### src/rtl/cfg_port_pkg.sv
package cfg_port_pkg;
  localparam int ADDR_W  = 2;
  localparam int DATA_W  = 10;
  localparam int CUT_W   = 4;
  localparam int EDGE_W  = 3;
  localparam int FRAME_W = ADDR_W + DATA_W;

  typedef enum logic [ADDR_W-1:0] {
    SEL_CLAMP  = 2'b00,
    SEL_CUTOFF = 2'b01,
    SEL_GAIN   = 2'b10,
    SEL_EDGE   = 2'b11
  } cfg_sel_e;

  // bit2 rising clock, bit1 clamp active high, bit0 sample on low level
  localparam logic [EDGE_W-1:0] EDGE_RST = 3'b110;
endpackage

### src/rtl/cfg_sync_edge.sv
module cfg_sync_edge #(
  parameter int W = 3,
  parameter int STAGES = 2,
  parameter logic [W-1:0] RST_VAL = '0
) (
  input  logic         clk,
  input  logic         rst_n,
  input  logic [W-1:0] d,
  output logic [W-1:0] q,
  output logic [W-1:0] rise,
  output logic [W-1:0] fall
);
  logic [W-1:0] stg_q [STAGES];
  logic [W-1:0] prev_q;

  generate
    for (genvar s = 0; s < STAGES; s++) begin : g_stage
      if (s == 0) begin : g_first
        always_ff @(posedge clk or negedge rst_n) begin
          if (!rst_n) stg_q[0] <= RST_VAL;
          else        stg_q[0] <= d;
        end
      end else begin : g_next
        always_ff @(posedge clk or negedge rst_n) begin
          if (!rst_n) stg_q[s] <= RST_VAL;
          else        stg_q[s] <= stg_q[s-1];
        end
      end
    end
  endgenerate

  always_ff @(posedge clk or negedge rst_n) begin
    if (!rst_n) prev_q <= RST_VAL;
    else        prev_q <= stg_q[STAGES-1];
  end

  assign q    = stg_q[STAGES-1];
  assign rise = q & ~prev_q;
  assign fall = ~q & prev_q;
endmodule

### src/rtl/cfg_frame_shifter.sv
module cfg_frame_shifter
  import cfg_port_pkg::*;
(
  input  logic              clk,
  input  logic              rst_n,
  input  logic              sen_lvl,
  input  logic              sen_rise,
  input  logic              sclk_rise,
  input  logic              sdata_lvl,
  output logic              load_o,
  output logic [ADDR_W-1:0] addr_o,
  output logic [DATA_W-1:0] data_o
);
  localparam int CNT_W = $clog2(FRAME_W + 2);
  localparam logic [CNT_W-1:0] CNT_FULL = CNT_W'(FRAME_W);
  localparam logic [CNT_W-1:0] CNT_SAT  = CNT_W'(FRAME_W + 1);

  logic [FRAME_W-1:0] shift_q, shift_d;
  logic [CNT_W-1:0]   cnt_q, cnt_d;
  logic               load_d;
  logic [ADDR_W-1:0]  addr_d;
  logic [DATA_W-1:0]  data_d;
  logic               cap_en;

  always_comb begin
    shift_d = shift_q;
    cnt_d   = cnt_q;
    if (sen_lvl) begin
      cnt_d = '0;
    end else if (sclk_rise) begin
      shift_d = {shift_q[FRAME_W-2:0], sdata_lvl};
      if (cnt_q != CNT_SAT) cnt_d = cnt_q + 1'b1;
    end
    cap_en = sen_rise && (cnt_q == CNT_FULL);
    load_d = cap_en;
    addr_d = shift_q[FRAME_W-1 -: ADDR_W];
    data_d = shift_q[DATA_W-1:0];
  end

  always_ff @(posedge clk or negedge rst_n) begin
    if (!rst_n) begin
      shift_q <= '0;
      cnt_q   <= '0;
      load_o  <= 1'b0;
    end else begin
      shift_q <= shift_d;
      cnt_q   <= cnt_d;
      load_o  <= load_d;
    end
  end

  always_ff @(posedge clk or negedge rst_n) begin
    if (!rst_n) begin
      addr_o <= '0;
      data_o <= '0;
    end else if (cap_en) begin
      addr_o <= addr_d;
      data_o <= data_d;
    end
  end

  assert_short_long_dropped_R3: assert property (@(posedge clk) disable iff (!rst_n)
    (sen_rise && cnt_q != CNT_FULL) |=> !load_o);
  assert_full_frame_loads_R3: assert property (@(posedge clk) disable iff (!rst_n)
    (sen_rise && cnt_q == CNT_FULL) |=> load_o);
  assert_count_bounded_R2: assert property (@(posedge clk) disable iff (!rst_n)
    cnt_q <= CNT_SAT);
endmodule

### src/rtl/cfg_regfile.sv
module cfg_regfile
  import cfg_port_pkg::*;
(
  input  logic              clk,
  input  logic              rst_n,
  input  logic              load_i,
  input  logic [ADDR_W-1:0] addr_i,
  input  logic [DATA_W-1:0] data_i,
  output logic [DATA_W-1:0] clamp_q,
  output logic [CUT_W-1:0]  cutoff_q,
  output logic [DATA_W-1:0] gain_q,
  output logic [EDGE_W-1:0] edge_q,
  output logic              stale_q
);
  logic [DATA_W-1:0] clamp_d, gain_d;
  logic [CUT_W-1:0]  cutoff_d;
  logic [EDGE_W-1:0] edge_d;
  logic              stale_d;
  cfg_sel_e          sel;

  always_comb begin
    sel      = cfg_sel_e'(addr_i);
    clamp_d  = clamp_q;
    cutoff_d = cutoff_q;
    gain_d   = gain_q;
    edge_d   = edge_q;
    stale_d  = stale_q;
    if (load_i) begin
      unique case (sel)
        SEL_CLAMP:  begin clamp_d = data_i; stale_d = 1'b1; end
        SEL_CUTOFF: cutoff_d = data_i[CUT_W-1:0];
        SEL_GAIN:   begin gain_d = data_i; stale_d = 1'b0; end
        SEL_EDGE:   edge_d = data_i[EDGE_W-1:0];
        default:    ;
      endcase
    end
  end

  always_ff @(posedge clk or negedge rst_n) begin
    if (!rst_n) begin
      clamp_q  <= '0;
      cutoff_q <= '0;
      gain_q   <= '0;
      edge_q   <= EDGE_RST;
      stale_q  <= 1'b0;
    end else if (load_i) begin
      clamp_q  <= clamp_d;
      cutoff_q <= cutoff_d;
      gain_q   <= gain_d;
      edge_q   <= edge_d;
      stale_q  <= stale_d;
    end
  end

  assert_regs_hold_R10: assert property (@(posedge clk) disable iff (!rst_n)
    !load_i |=> ($stable(clamp_q) && $stable(cutoff_q) && $stable(gain_q) && $stable(edge_q)));
  assert_stale_set_R8: assert property (@(posedge clk) disable iff (!rst_n)
    (load_i && addr_i == SEL_CLAMP) |=> stale_q);
  assert_stale_clear_R8: assert property (@(posedge clk) disable iff (!rst_n)
    (load_i && addr_i == SEL_GAIN) |=> !stale_q);
  assert_gain_untouched_R6: assert property (@(posedge clk) disable iff (!rst_n)
    (load_i && addr_i != SEL_GAIN) |=> $stable(gain_q));
endmodule

### src/rtl/cfg_serial_port.sv
module cfg_serial_port
  import cfg_port_pkg::*;
#(
  parameter int SYNC_STAGES = 2,
  parameter int DOUT_W = 12
) (
  input  logic              clk,
  input  logic              rst_n,
  input  logic              sen_n,
  input  logic              sclk,
  input  logic              sdata,
  input  logic              standby,
  input  logic [DOUT_W-1:0] conv_data_in,
  output logic [DOUT_W-1:0] conv_data_out,
  output logic [DATA_W-1:0] clamp_code,
  output logic [CUT_W-1:0]  cutoff_code,
  output logic [DATA_W-1:0] gain_code,
  output logic              sh_sample_low,
  output logic              clamp_active_high,
  output logic              conv_clk_rising,
  output logic              gain_stale
);
  // pin order in the synchroniser: {sdata, sclk, sen_n}
  logic [2:0] pin_lvl, pin_rise, pin_fall;
  logic              load;
  logic [ADDR_W-1:0] addr;
  logic [DATA_W-1:0] data;
  logic [EDGE_W-1:0] edge_sel;
  logic [DOUT_W-1:0] dout_d;

  cfg_sync_edge #(.W(3), .STAGES(SYNC_STAGES), .RST_VAL(3'b001)) u_sync (
    .clk(clk), .rst_n(rst_n), .d({sdata, sclk, sen_n}),
    .q(pin_lvl), .rise(pin_rise), .fall(pin_fall)
  );

  cfg_frame_shifter u_shift (
    .clk(clk), .rst_n(rst_n),
    .sen_lvl(pin_lvl[0]), .sen_rise(pin_rise[0]),
    .sclk_rise(pin_rise[1]), .sdata_lvl(pin_lvl[2]),
    .load_o(load), .addr_o(addr), .data_o(data)
  );

  cfg_regfile u_regs (
    .clk(clk), .rst_n(rst_n), .load_i(load), .addr_i(addr), .data_i(data),
    .clamp_q(clamp_code), .cutoff_q(cutoff_code), .gain_q(gain_code),
    .edge_q(edge_sel), .stale_q(gain_stale)
  );

  assign sh_sample_low     = edge_sel[0];
  assign clamp_active_high = edge_sel[1];
  assign conv_clk_rising   = edge_sel[2];

  always_comb dout_d = standby ? '0 : conv_data_in;

  always_ff @(posedge clk or negedge rst_n) begin
    if (!rst_n) conv_data_out <= '0;
    else        conv_data_out <= dout_d;
  end

  assert_standby_zero_R9: assert property (@(posedge clk) disable iff (!rst_n)
    standby |=> (conv_data_out == '0));
  assert_pass_through_R9: assert property (@(posedge clk) disable iff (!rst_n)
    !standby |=> (conv_data_out == $past(conv_data_in)));
  assert_no_load_enable_low_R3: assert property (@(posedge clk) disable iff (!rst_n)
    (pin_lvl[0] == 1'b0 && !pin_fall[0]) |=> !load);
endmodule

### config.mk
export PLATFORM = sky130hd
export DESIGN_NAME = cfg_serial_port
export DESIGN_NICKNAME = d
export VERILOG_FILES = /design/src/rtl/cfg_port_pkg.sv /design/src/rtl/cfg_sync_edge.sv /design/src/rtl/cfg_frame_shifter.sv /design/src/rtl/cfg_regfile.sv /design/src/rtl/cfg_serial_port.sv
export SDC_FILE = /design/constraint.sdc
export NUM_CORES = 1
export LEC_CHECK = 0
export ABC_AREA = 0
export BUFFER_PORTS_ARGS = -buffer_cell sky130_fd_sc_hd__buf_2
export CAP_MARGIN = 0
export CORE_MARGIN = 2
export CORE_UTILIZATION = 50
export DETAILED_ROUTE_END_ITERATION = 7
export PLACE_DENSITY = 0.74
export SLEW_MARGIN = 20
export SYNTH_ARGS = -nofsm -noshare
export SYNTH_HDL_FRONTEND = slang
export SYNTH_SLANG_ARGS = --single-unit
### constraint.sdc
create_clock -name clk -period 3.97 [get_ports clk]
set_input_delay 0.5955 -clock clk [delete_from_list [all_inputs] [get_ports clk]]
set_output_delay 0.5955 -clock clk [all_outputs]
set_load 0.1 [all_outputs]
==> flow_summary_export.csv <==
group,metric,value,unit
clocking,cts_hold_buf,0,
sta,finalHoldViolations,0,
routing,drcViolationCount,0,
clocking,cts-resized-gates,0,
sta,worst_slew_pin_slew,1.01,ns
global_routing,grt_pass1_vias,1523,
pwr,seqPwrFrac,55.5,%
setup_path,r2r_cells,3,
place,dp.cells,301,
clocking,post_cts_buffers,0,
place,io_buffers,57,
pwr,finalPower,1.56,mW
sta,max_freq,0.526,GHz
clocking,htree_levels,3,
clocking,cts.path.max_buffers,2,
final_layout,fillerInstances,449,
pwr,p_per_area,461,mW/mm²
setup_path,cp_data_arrival_time,2.11,ns
global_routing,grt_pass1_wl,7040,µm
sta,tns,0,ns
routing,initialDrtViolationCount,101,
clocking,numCtsBuffers,9,
global_routing,overflow,0,
final_layout,seqCellArea,0.00193,mm²
floorplan,core_area,0.00554,mm²
final_layout,areaGrowthSynthToFinish,17.8,%
floorplan,chipWidth,79.9,µm
pwr,clkPwrFrac,36.2,%
floorplan,num_rows,27,
floorplan,die_h,79.9,µm
final_layout,drive_above_1_share,52.2,%
setup_path,startpoint_type,"register",
place,gp_congestion,0.619,
synth,seq_area_frac_synth,67.1,%
routing,vias,1545,
pwr,comb_power_share,8.3,%
synth,syn_area,0.00288,mm²
run,drv_cap,0,
synth,synth_cell_type_count,25,
floorplan,ios,58,
pwr,p_int,1.19,mW
clocking,clk_pin_slew,0.08,ns
final_layout,antenna_cells,0,
pwr,p_leak,1.82,nW
synth,syn_nets,200,
sta,fin_skew,0.0109,ns
outcome,outcome,"finished, final reports clean",
synth,ys_warn_count,0,
setup_path,required,4.19,ns
routing,firstDrtPassIters,4,
pwr,vdd_drop_max,0.000330,V
routing,viasPerCell,4.87,
setup_path,critical_path_class,"reg -> reg",
sta,maxSlewViolCount,0,
setup_path,cp-end-kind,"register",
clocking,tritoncts,"done",
sta,relSlewSlack,32.7,%
synth,syn-mean-instance-area,16.1,µm²
clocking,root_buffer,"clkbuf_8",
global_routing,antenna_found_initial,0,
routing,wl_per_cell,13.2,µm
min_path,min_path_type,"reg -> reg",
synth,synth_seq_cells,77,
pwr,switching_share,24.0,%
clocking,clock_latency,0.34,ns
sta,fin_crit,1.90,ns
pwr,p_switching,376,µW
floorplan,start_util,52.0,%
global_routing,grt_max_degree,78,
place,place_hpwl,2810,µm
sta,finalSetupViolations,0,
sta,grt_setup_unrepaired,"no",
synth,syn-instance-count,179,
final_layout,multi_input_area,873,µm²
min_path,whs_path_depth,0,
final_layout,nets,261,
sta,fin_crit_sh,47.8,%
routing,ant_nets,0,
setup_path,cp_max_fo,11,
global_routing,track_usage,14.7,%
floorplan,die_area,0.00639,mm²
clocking,cts_sinks,77,
final_layout,stdcell_count,317,
routing,routed_wl,4180,µm
metal layers:
layer  vias to the layer above  global-route usage, %  routed length, µm
li1                        734                      -                  -
met1                       761                   19.3               1910
met2                        45                   21.7               1980
met3                         5                   5.43                261
met4                         0                   7.12                 29
met5                         -                      0                  0
cells by family (layout without fill, tap and decap cells):
group                    Yosys count  in the layout  synth area share [%]
flip-flops                        77             77                  67.1
multiplexers                      53             53                  21.8
AND/OR/NAND/NOR                   28             28                  5.69
buffers and inverters             12             78                  2.65
AO/OA/AOI/OAI                      6              6                  1.48
adder cells (fa/ha/maj)            3              3                  1.30
state kept, by name (all words and copies together), names as in the netlist:
register	count
conv_data_out	12
u_regs.clamp_q	10
u_shift.cnt_q	4
u_shift.load_o	1
u_shift.shift_q	12
u_regs.stale_q	1
u_regs.cutoff_q	4
u_sync.stg_q	3
u_regs.gain_q	10
u_shift.addr_o	2
u_shift.data_o	10
u_sync.q	3
u_regs.edge_q	3
u_sync.prev_q	2
layout make-up:
type	count	area share, %
tap	72	2.65
clock buffer	12	4.27
multi-input combinational	90	25.7
sequential	77	56.9
clock inverter	4	1.40
timing repair buffer	57	8.47
inverter	5	0.553
cell usage in the layout, fill, tap and decap left out, drive strengths merged, types with 3 or more instances in the layout:
cell type   n
buf        57
nand2b      4
dfrtp      72
inv         5
nor2b      12
nor2        4
ha          3
dfstp       5
clkbuf     12
mux2       52
power by group through the flow:
stage / clock network [mW] / logic [mW] / registers, mW
floorplan: 0 / 0.0515 / 0.919
global placement: 0 / 0.129 / 0.884
detailed placement: 0 / 0.132 / 0.884
CTS: 0.588 / 0.132 / 0.869
global route: 0.620 / 0.141 / 0.877
finish: 0.567 / 0.129 / 0.868
stage by stage:
stage	utilization [%]	hold slack, ns	worst slack, ns	instance area (µm²)
2_1_floorplan	-	0.300	2.39	2880
3_3_place_gp	57.8	0.334	2.08	3200
3_5_place_dp	57.8	0.340	2.06	3200
4_1_cts	61.3	0.334	2.04	3400
5_1_grt	61.3	0.326	1.95	3400
6_report	61.3	0.354	2.07	3400
worst max-delay path, cell delays in order (launching register included):
cell and delay [ns]:
dfrtp_1 0.42, nand2b_1 0.18, nor2_1 0.76, mux2_2 0.41
cell usage after synthesis, drive strengths merged:
master | n | area [µm²]
inv | 5 | 18.8
a21o | 1 | 7.51
o21a | 2 | 15.0
mux2 | 52 | 619
buf | 6 | 53.8
clkbuf | 1 | 3.75
nor3 | 1 | 5.00
nor4 | 1 | 6.26
a211oi | 1 | 7.51
nand4 | 1 | 6.26
nand3 | 2 | 10.0
nand3b | 2 | 15.0
or2 | 1 | 6.26
nand2b | 4 | 25.0
dfstp | 5 | 131
nor2 | 4 | 15.0
a31oi | 2 | 12.5
mux2i | 1 | 10.0
dfrtp | 72 | 1800
ha | 3 | 37.5
nor2b | 12 | 75.1
worst paths after layout:
kind | from | end | slack [ns]
hold / removal | u_sync.stg_q[4] | u_sync.q[1] | 0.35
setup / recovery | u_shift.addr_o[0] | u_regs.clamp_q[3] | 2.07
hold reg to reg | u_sync.stg_q[4] | u_sync.q[1] | 0.35
setup reg to reg | u_shift.addr_o[0] | u_regs.clamp_q[3] | 2.07
max in group asynchronous | rst_n | u_regs.gain_q[9] | 2.98
min in group asynchronous | rst_n | u_regs.cutoff_q[1] | 0.38
No activity file was read; power rests on OpenSTA's default activity.
